File: config.mk
export PLATFORM = sky130hd
export DESIGN_NAME = i2c_eeprom_rd
export DESIGN_NICKNAME = d
export VERILOG_FILES = /design/src/rtl/i2c_rd_pkg.sv /design/src/rtl/i2c_rd_sync.sv /design/src/rtl/i2c_rd_mem.sv /design/src/rtl/i2c_rd_fsm.sv /design/src/rtl/i2c_eeprom_rd.sv
export SDC_FILE = /design/constraint.sdc
export NUM_CORES = 2
export LEC_CHECK = 0
export ABC_AREA = 0
export BUFFER_PORTS_ARGS = -buffer_cell sky130_fd_sc_hd__buf_2
export CORE_ASPECT_RATIO = 1.4
export CORE_UTILIZATION = 45
export CTS_BUF_LIST = sky130_fd_sc_hd__clkbuf_4 sky130_fd_sc_hd__clkbuf_8 sky130_fd_sc_hd__clkbuf_16
export CTS_CLUSTER_SIZE = 40
export DETAILED_ROUTE_END_ITERATION = 10
export GPL_ROUTABILITY_DRIVEN = 0
export PLACE_DENSITY = 0.7
export SLEW_MARGIN = 10
export SYNTH_ARGS = -nofsm -noshare
export SYNTH_HDL_FRONTEND = slang
export SYNTH_SLANG_ARGS = --single-unit
File: constraint.sdc
create_clock -name clk_i -period 2.8 [get_ports clk_i]
set_input_delay 0.28 -clock clk_i [delete_from_list [all_inputs] [get_ports clk_i]]
set_output_delay 0.28 -clock clk_i [all_outputs]
set_load 0.005 [all_outputs]
File: src/rtl/i2c_rd_pkg.sv
package i2c_rd_pkg;
  typedef enum logic [3:0] {
    ST_IDLE, ST_DEV, ST_ACK_DEV, ST_HI, ST_ACK_HI,
    ST_LO, ST_ACK_LO, ST_TX, ST_MACK
  } rd_state_e;
  localparam logic [3:0] DEV_PREFIX = 4'b1010;
endpackage

File: src/rtl/i2c_rd_sync.sv
module i2c_rd_sync (
  input  logic clk_i,
  input  logic rst_ni,
  input  logic scl_i,
  input  logic sda_i,
  output logic sda_o,
  output logic start_o,
  output logic stop_o,
  output logic rise_o,
  output logic fall_o
);
  logic [1:0] scl_ff, sda_ff;
  logic       scl_q, sda_q;

  always_ff @(posedge clk_i or negedge rst_ni) begin
    if (!rst_ni) begin
      scl_ff <= 2'b11;
      sda_ff <= 2'b11;
      scl_q  <= 1'b1;
      sda_q  <= 1'b1;
    end else begin
      scl_ff <= {scl_ff[0], scl_i};
      sda_ff <= {sda_ff[0], sda_i};
      scl_q  <= scl_ff[1];
      sda_q  <= sda_ff[1];
    end
  end

  assign sda_o   = sda_ff[1];
  assign rise_o  = scl_ff[1] & ~scl_q;
  assign fall_o  = ~scl_ff[1] & scl_q;
  assign start_o = scl_ff[1] & scl_q & sda_q & ~sda_ff[1];
  assign stop_o  = scl_ff[1] & scl_q & ~sda_q & sda_ff[1];
endmodule

File: src/rtl/i2c_rd_mem.sv
module i2c_rd_mem #(
  parameter int unsigned DEPTH = 256,
  parameter int unsigned AW    = $clog2(DEPTH)
) (
  input  logic          clk_i,
  input  logic          we_i,
  input  logic [AW-1:0] waddr_i,
  input  logic [7:0]    wdata_i,
  input  logic [AW-1:0] raddr_i,
  output logic [7:0]    rdata_o
);
  logic [7:0] mem_q [DEPTH];

  always_ff @(posedge clk_i) begin
    if (we_i) mem_q[waddr_i] <= wdata_i;
  end

  assign rdata_o = mem_q[raddr_i];
endmodule

File: src/rtl/i2c_rd_fsm.sv
module i2c_rd_fsm
  import i2c_rd_pkg::*;
#(
  parameter int unsigned AW = 8
) (
  input  logic          clk_i,
  input  logic          rst_ni,
  input  logic          start_i,
  input  logic          stop_i,
  input  logic          rise_i,
  input  logic          fall_i,
  input  logic          sda_i,
  input  logic [2:0]    strap_i,
  input  logic [7:0]    rd_data_i,
  output logic [AW-1:0] addr_o,
  output logic          sda_oe_o,
  output logic          tx_load_o
);
  rd_state_e   state_q;
  logic [3:0]  bit_q;
  logic [7:0]  rx_q, tx_q, hi_q;
  logic [15:0] word_w;
  logic        rw_q, mack_q, oe_q;
  logic [AW-1:0] addr_q;

  assign word_w    = {hi_q, rx_q};
  assign tx_load_o = fall_i & ~start_i & ~stop_i &
                     (((state_q == ST_ACK_DEV) & rw_q) | ((state_q == ST_MACK) & mack_q));

  always_ff @(posedge clk_i or negedge rst_ni) begin
    if (!rst_ni) begin
      state_q <= ST_IDLE;
      bit_q   <= '0;
      rx_q    <= '0;
      tx_q    <= '0;
      hi_q    <= '0;
      rw_q    <= 1'b0;
      mack_q  <= 1'b0;
      oe_q    <= 1'b0;
      addr_q  <= '0;
    end else if (stop_i) begin
      state_q <= ST_IDLE;
      oe_q    <= 1'b0;
    end else if (start_i) begin
      state_q <= ST_DEV;
      bit_q   <= '0;
      oe_q    <= 1'b0;
    end else if (tx_load_o) begin
      tx_q    <= rd_data_i;
      oe_q    <= ~rd_data_i[7];
      addr_q  <= addr_q + 1'b1;
      bit_q   <= '0;
      state_q <= ST_TX;
    end else begin
      unique case (state_q)
        ST_DEV, ST_HI, ST_LO: begin
          if (rise_i) begin
            rx_q  <= {rx_q[6:0], sda_i};
            bit_q <= bit_q + 1'b1;
          end else if (fall_i && bit_q == 4'd8) begin
            bit_q <= '0;
            if (state_q == ST_DEV) begin
              if (rx_q[7:1] == {DEV_PREFIX, strap_i}) begin
                rw_q    <= rx_q[0];
                oe_q    <= 1'b1;
                state_q <= ST_ACK_DEV;
              end else begin
                state_q <= ST_IDLE;
              end
            end else if (state_q == ST_HI) begin
              hi_q    <= rx_q;
              oe_q    <= 1'b1;
              state_q <= ST_ACK_HI;
            end else begin
              oe_q    <= 1'b1;
              state_q <= ST_ACK_LO;
            end
          end
        end
        ST_ACK_DEV: if (fall_i) begin  // write direction: address bytes follow
          oe_q    <= 1'b0;
          state_q <= ST_HI;
        end
        ST_ACK_HI: if (fall_i) begin
          oe_q    <= 1'b0;
          state_q <= ST_LO;
        end
        ST_ACK_LO: if (fall_i) begin
          oe_q    <= 1'b0;
          addr_q  <= word_w[AW-1:0];
          state_q <= ST_IDLE;
        end
        ST_TX: if (fall_i) begin
          if (bit_q == 4'd7) begin
            oe_q    <= 1'b0;
            state_q <= ST_MACK;
          end else begin
            oe_q  <= ~tx_q[6];
            tx_q  <= {tx_q[6:0], 1'b0};
            bit_q <= bit_q + 1'b1;
          end
        end
        ST_MACK: begin
          if (rise_i) mack_q <= ~sda_i;
          else if (fall_i) state_q <= ST_IDLE;  // NACK ends the read
        end
        default: ;
      endcase
    end
  end

  assign addr_o   = addr_q;
  assign sda_oe_o = oe_q;
endmodule

File: src/rtl/i2c_eeprom_rd.sv
module i2c_eeprom_rd #(
  parameter int unsigned DEPTH = 256,
  localparam int unsigned AW   = $clog2(DEPTH)
) (
  input  logic          clk_i,
  input  logic          rst_ni,
  input  logic [2:0]    strap_i,
  input  logic          scl_i,
  input  logic          sda_i,
  output logic          sda_oe_o,
  input  logic          bd_we_i,
  input  logic [AW-1:0] bd_addr_i,
  input  logic [7:0]    bd_data_i
);
  logic          sda_s, start_w, stop_w, rise_w, fall_w, tx_load_w;
  logic [AW-1:0] addr_w;
  logic [7:0]    rd_data_w;

  i2c_rd_sync u_sync (
    .clk_i, .rst_ni, .scl_i, .sda_i,
    .sda_o(sda_s), .start_o(start_w), .stop_o(stop_w),
    .rise_o(rise_w), .fall_o(fall_w)
  );

  i2c_rd_mem #(.DEPTH(DEPTH), .AW(AW)) u_mem (
    .clk_i, .we_i(bd_we_i), .waddr_i(bd_addr_i), .wdata_i(bd_data_i),
    .raddr_i(addr_w), .rdata_o(rd_data_w)
  );

  i2c_rd_fsm #(.AW(AW)) u_fsm (
    .clk_i, .rst_ni, .start_i(start_w), .stop_i(stop_w),
    .rise_i(rise_w), .fall_i(fall_w), .sda_i(sda_s), .strap_i,
    .rd_data_i(rd_data_w), .addr_o(addr_w), .sda_oe_o, .tx_load_o(tx_load_w)
  );
endmodule

# Word level (Yosys, flattened, before mapping)
# Memory sizes are Yosys's and may differ from the RTL's.
# Cells that the tools add are included.
totals:
  output_inout_bits: 1
  wordCells: 121
  inputBits: 24
  ramBits: 2048
  register_bits: 40
  n_memories: 1
mem_list:
  columns: ["name", "words", "word_bits", "read_ports", "rd_ports_with_merged_regs", "write_ports", "line", "text"]
  rows:
  - ["u_mem.mem_q", 256, 8, 1, 0, 1, "i2c_rd_mem.sv:12", "logic [7:0] mem_q [DEPTH];"]
classes:
  n_reduce_logical: 17
  eq_ne: 24
  add_sub_neg: 2
  mux: 42
  n_bitwise: 23
ops:
  columns: ["op", "count"]
  rows:
  - ["$mux W4", 18]
  - ["$mux W7", 4]
  - ["$ne A5 B2 Y1 const B", 5]
  - ["$mux W8", 3]
  - ["$pmux W4 S6", 1]
  - ["$eq A4 B3 Y1 const B", 5]
  - ["$reduce_and A5 Y1", 4]
  - ["$reduce_and A8 Y1", 2]
  - ["$ne A5 B3 Y1 const B", 3]
  - ["$and A1 B1 Y1", 12]
  - ["$mux W1", 12]
  - ["$not A1 Y1", 10]
  - ["$reduce_bool A9 Y1", 1]
  - ["$add A8 B1 Y8 const B", 1]
  - ["$eq A4 B2 Y1 const B", 2]
  - ["$eq A4 B4 Y1 const B", 2]
  - ["$pmux W4 S2", 1]
  - ["$eq A7 B7 Y1", 1]
  - ["$ne A6 B4 Y1 const B", 1]
  - ["$reduce_and A6 Y1", 1]
  - ["$reduce_bool A2 Y1", 3]
  - ["$reduce_bool A6 Y1", 1]
  - ["$reduce_or A3 Y1", 2]
  - ["$ne A5 B1 Y1 const B", 1]
  - ["other kinds (11)", 12]

# Logic depth before layout (Yosys ltp)
depth:
  word_depth: 10
  ltp_mapped: 12
  ltp_nobuf: 8

# By module
# Synthesis repeated with hierarchy kept, for this count alone.
hier_totals:
  cells_unflattened: 3958
  hier_area_um2: 81688.3
by_module_without_submodules:
  columns: ["mod", "instances", "seq_area_each_um2", "area_each_um2", "cells_each"]
  rows:
  - ["i2c_rd_mem", 1, 61499.0, 79396.1, 3725]
  - ["i2c_rd_fsm", 1, 850.8, 2102.0, 223]
  - ["i2c_rd_sync", 1, 157.7, 190.2, 10]

# Least setup slack after synthesis
# No wires, ideal clock.
synth_timing:
  kind: "register -> register"
  from: "register u_fsm.addr_q[0], in the netlist u_fsm.addr_o[0]"
  to: "register u_fsm.tx_q[0]"
  path_buffers: 3
  path_slack_ps: 323
  arrival_ps: 2357
  required_ps: 2680
  period_less_slack_ps: 2477
  stages_incl_launch_ff: 9
  setup_time_ps: 120
  path_cell_list: "dfrtp_1 buf_6 buf_4 buf_2 mux4_2 mux4_2 a22oi_1 nand2_1 a31o_1"
synth_via:
  elab_chain_len: 2
synth_rtl:
  columns: ["item", "line", "text"]
  rows:
  - ["from (decl)", "i2c_rd_fsm.sv:24", "logic [AW-1:0] addr_q;"]
  - ["from (signal assigned)", "i2c_rd_fsm.sv:51", "addr_q <= addr_q + 1'b1;"]
  - ["from (signal assigned)", "i2c_rd_fsm.sv:90", "addr_q <= word_w[AW-1:0];"]
  - ["$mem_v2 Z256 W8", null, null]
  - ["$mux W7", "i2c_rd_fsm.sv:48", "end else if (tx_load_o) begin"]
  - ["to (signal assigned)", "i2c_rd_fsm.sv:49", "tx_q <= rd_data_i;"]
  - ["to (signal assigned)", "i2c_rd_fsm.sv:99", "tx_q <= {tx_q[6:0], 1'b0};"]
  - ["to (decl)", "i2c_rd_fsm.sv:21", "logic [7:0] rx_q, tx_q, hi_q;"]
# No other way between the ends.
# A chain may end at the register's enable or synchronous reset.

# Final worst setup path
layout_timing:
  from: "register u_fsm.addr_q[0], in the netlist u_fsm.addr_o[0]"
  to: "register u_fsm.tx_q[4]"
# The elaborated chain is that of the path after synthesis.

==> results.toml <==
[floorplan]
die_y_um = 506
dieArea_mm2 = 0.183
start_util_pct = 45.4
core_mm2 = 0.180
die_x_um = 362
io_pins = 25
num_rows = 184

[worst_setup_path]
worstPathRequired_ns = 3.49
end_kind = "register"
start_kind = "register"
critPathArrivalTime_ns = 3.68
rrSetupSlack_ns = -0.20
path_class = "register to register"
crit_path_max_fanout = 6

[synth]
synth_seq_cells = 2088
syn_area_per_cell_um2 = 20.9
synth-warning-count = 0
ys.flop_type = "edfxtp_1"
ys_top_cells_by_count = "edfxtp_1, mux4_2, nor2_1"
synthesis.area_mm2 = 0.0818
synth_enable_flop_cells = 2048
ys_top_cells_by_area = "edfxtp_1, mux4_2, mux2i_1"
ys_types = 74
netlist_instances = 3909
synth_top_area_cell = "edfxtp_1"
post-synth-top-area-fraction_pct = 75.2
yosysMostFrequentCell = "edfxtp_1"
seq_area_frac_synth_pct = 76.5
synth_nets = 3936
async_reset_ff_share_pct = 1.92

[timing]
slew_headroom_pct = 35.2
drv_slew = 0
setup_violations = 8
finClkSkew_ns = 0.0493
fin_crit_sh_pct = 107
setup_slack_ns = -0.200
finalHoldViolCount = 0
worst_pin_slew_ns = 0.973
timing.final.crit_period_ns = 3.00
fmax_ghz = 0.333
rsz0062_at_grt = "yes"

[global_routing]
grt_pass1_vias = 44158
grtUsageTotal_pct = 24.3
grt.busiest_layer = "met2"
globalRouteMet1Util_pct = 29.8
use_met3_pct = 4.09
antenna_found_initial = 9
grt.overflow.total = 0
grt_pass1_wl_um = 316000
grt_max_degree = 118
grt_util_met2_pct = 40.6

[cts]
root_buffer = "clkbuf_16"
tritoncts = "yes"
clk_pin_slew_ns = 0.06
max-clock-path-buffers = 3
cts_made_buffers = 183
htreeDepth = 4
cts_sinks = 2088
insertion_delay_ns = 0.82

[detailed_routing]
viasPerCell = 6.07
wl_per_cell_um = 30.8
route.detailed.drc = 0
drtIter0Drc = 5893
dr.pass1.iters = 5
vias = 43992
drt-total-wl_um = 223000
postRouteAntennaNets = 0

[worst_hold_path]
hp-class = "input port to register"

[pwr]
power.switching_uw = 27200
clkPwrFrac_pct = 29.1
p_leak_uw = 0.0323
power_density_mw_per_mm2 = 919
swShare_pct = 30.2
p_comb_share_pct = 32.1
pwr-share-seq_pct = 38.8
power_uw = 90000
ir_drop_uv = 850
cell_internal_pwr_uw = 62900

[layout]
seqCellArea_mm2 = 0.0625
multi_input_area_mm2 = 0.0185
final_util_pct = 54.4
nets = 4697
drive_gt1_share_pct = 35.7
area_delta_synth_final_pct = 19.8
fillCellCount = 13478

[placement]
dp_slack_ns = -0.338
dp_hpwl_um = 145000
portBuffers = 24

[status]
status = "finished, violations left"
violations = "setup timing"

[job]
max-cap-violations = 0
## worst max-delay path, stage by stage, from the launching register on
cell	delay, ns
dfrtp_4	0.45
buf_12	0.13
buf_12	0.15
bufbuf_16	0.29
mux4_2	0.50
mux4_2	0.57
a22o_1	0.24
o211ai_1	0.41
a221oi_2	0.10
## flip-flops by register name, summed over array words and instances (netlist names), 2 cells and up
register,count
u_fsm.bit_q,4
u_mem.mem_q,2048
u_fsm.addr_o,8
u_fsm.tx_q,7
u_fsm.rx_q,8
u_fsm.state_q,4
u_sync.sda_ff,2
u_sync.scl_ff,2
## metrics by stage
step / area [um^2] / setup TNS (ns) / hold slack (ns) / cells
final: 97900 / -1.14 / 0.0389 / 7248
after global routing: 97900 / -1.31 / 0.0715 / 7244
after CTS: 97600 / -0.733 / 0.0291 / 7238
after detailed placement: 90100 / -2.08 / 0.351 / 6862
after global placement: 90100 / -2.05 / 0.350 / 6862
after floorplan: 81800 / 0 / -0.0156 / 3909
## layer usage
| layer | share of wire (%) | vias up |
|---|---|---|
| met2 | 50 | 2517 |
| li1 | - | 17815 |
| met3 | 8.5 | 569 |
| met4 | 6.3 | 6 |
| met1 | 35 | 23085 |
| met5 | 0.013 | - |
## what timing repair did
action                                  in CTS  in global routing
hold endpoints to repair                    69                  0
gates cloned                                 9                  0
resized for setup                          150                 58
hold buffers                                 5                  0
buffers inserted                            24                 12
endpoints found under the setup margin       8                  9
pin swaps                                   28                 33
## cell type report
cell class                      instances  area share [%]
Sequential cell                      2088            63.8
Multi-Input combinational cell       1571            18.9
Timing Repair Buffer                  812            7.74
Clock buffer                          220            5.02
Tap cell                             2418            3.09
Clock inverter                        120            1.37
Inverter                               14          0.0562
Antenna cell                            5          0.0128
## path summary, 6_finish.rpt
path | startpoint | end | depth (start not counted)
max | u_fsm.addr_o[0] | u_fsm.tx_q[4] | 8
min | bd_data_i[4] | u_mem.mem_q[108][4] | 1
max reg2reg | u_fsm.addr_o[0] | u_fsm.tx_q[4] | 8
min reg2reg | u_sync.sda_ff[0] | u_sync.sda_ff[1] | 0
max in group asynchronous | rst_ni | u_fsm.addr_o[0] | 2
min in group asynchronous | rst_ni | u_fsm.bit_q[2] | 2
## cells in the final DEF, fill, tap and decap left out, types with 8 or more instances in the layout
master      synthesis  routed
clkbuf_16           0     185
dfrtp_1            34      29
nand4_1            13      13
nand2_1            75      73
a22oi_1            58      45
buf_12              4      77
bufinv_16           0      23
clkbuf_4            0      31
a221oi_1           50      37
buf_6              20      27
mux2_2             20      17
mux4_2            468     468
edfxtp_1         2048    2048
o22ai_1            26      25
mux2i_1           198     182
clkbuf_8            0      12
clkinv_1            0      34
nor2b_1            20      15
nand2b_1            8       8
buf_2              69      16
a21oi_1            40      34
mux2i_2             0      14
mux4_1             13      13
buf_4              37     656
buf_16              0      12
o21ai_0            68      53
nand3_1            52      48
a22oi_2             0      13
clkinvlp_4          0      10
inv_1              13      12
a211oi_2            1       9
o211ai_1           18      18
nor3_1             12      10
a211o_1             9       9
nor2_1            306     303
o21ai_1             7      15
clkinv_2            0      33
a221oi_2            1      11
## power groups by stage
stage / clock (uW) / sequential, uW / combinational (uW)
finish: 26200 / 34900 / 28900
global route: 27500 / 34900 / 29700
CTS: 26400 / 34900 / 28200
detailed placement: 0 / 35600 / 26000
global placement: 0 / 35600 / 25800
floorplan: 0 / 35300 / 14400
## logic make-up (layout without fill, tap and decap cells)
group                    after synthesis  count (layout)  synth area share [%]
XOR/XNOR                               6               6                0.0643
AND/OR/NAND/NOR                      518             518                  2.74
multiplexers                         699             699                  16.0
flip-flops                          2088            2088                  76.5
adder cells (fa/ha/maj)                3               3                0.0459
AO/OA/AOI/OAI                        345             345                  2.96
other                                  0               5                     0
buffers and inverters                250            1166                  1.73
(Power assumes the default switching activity.)
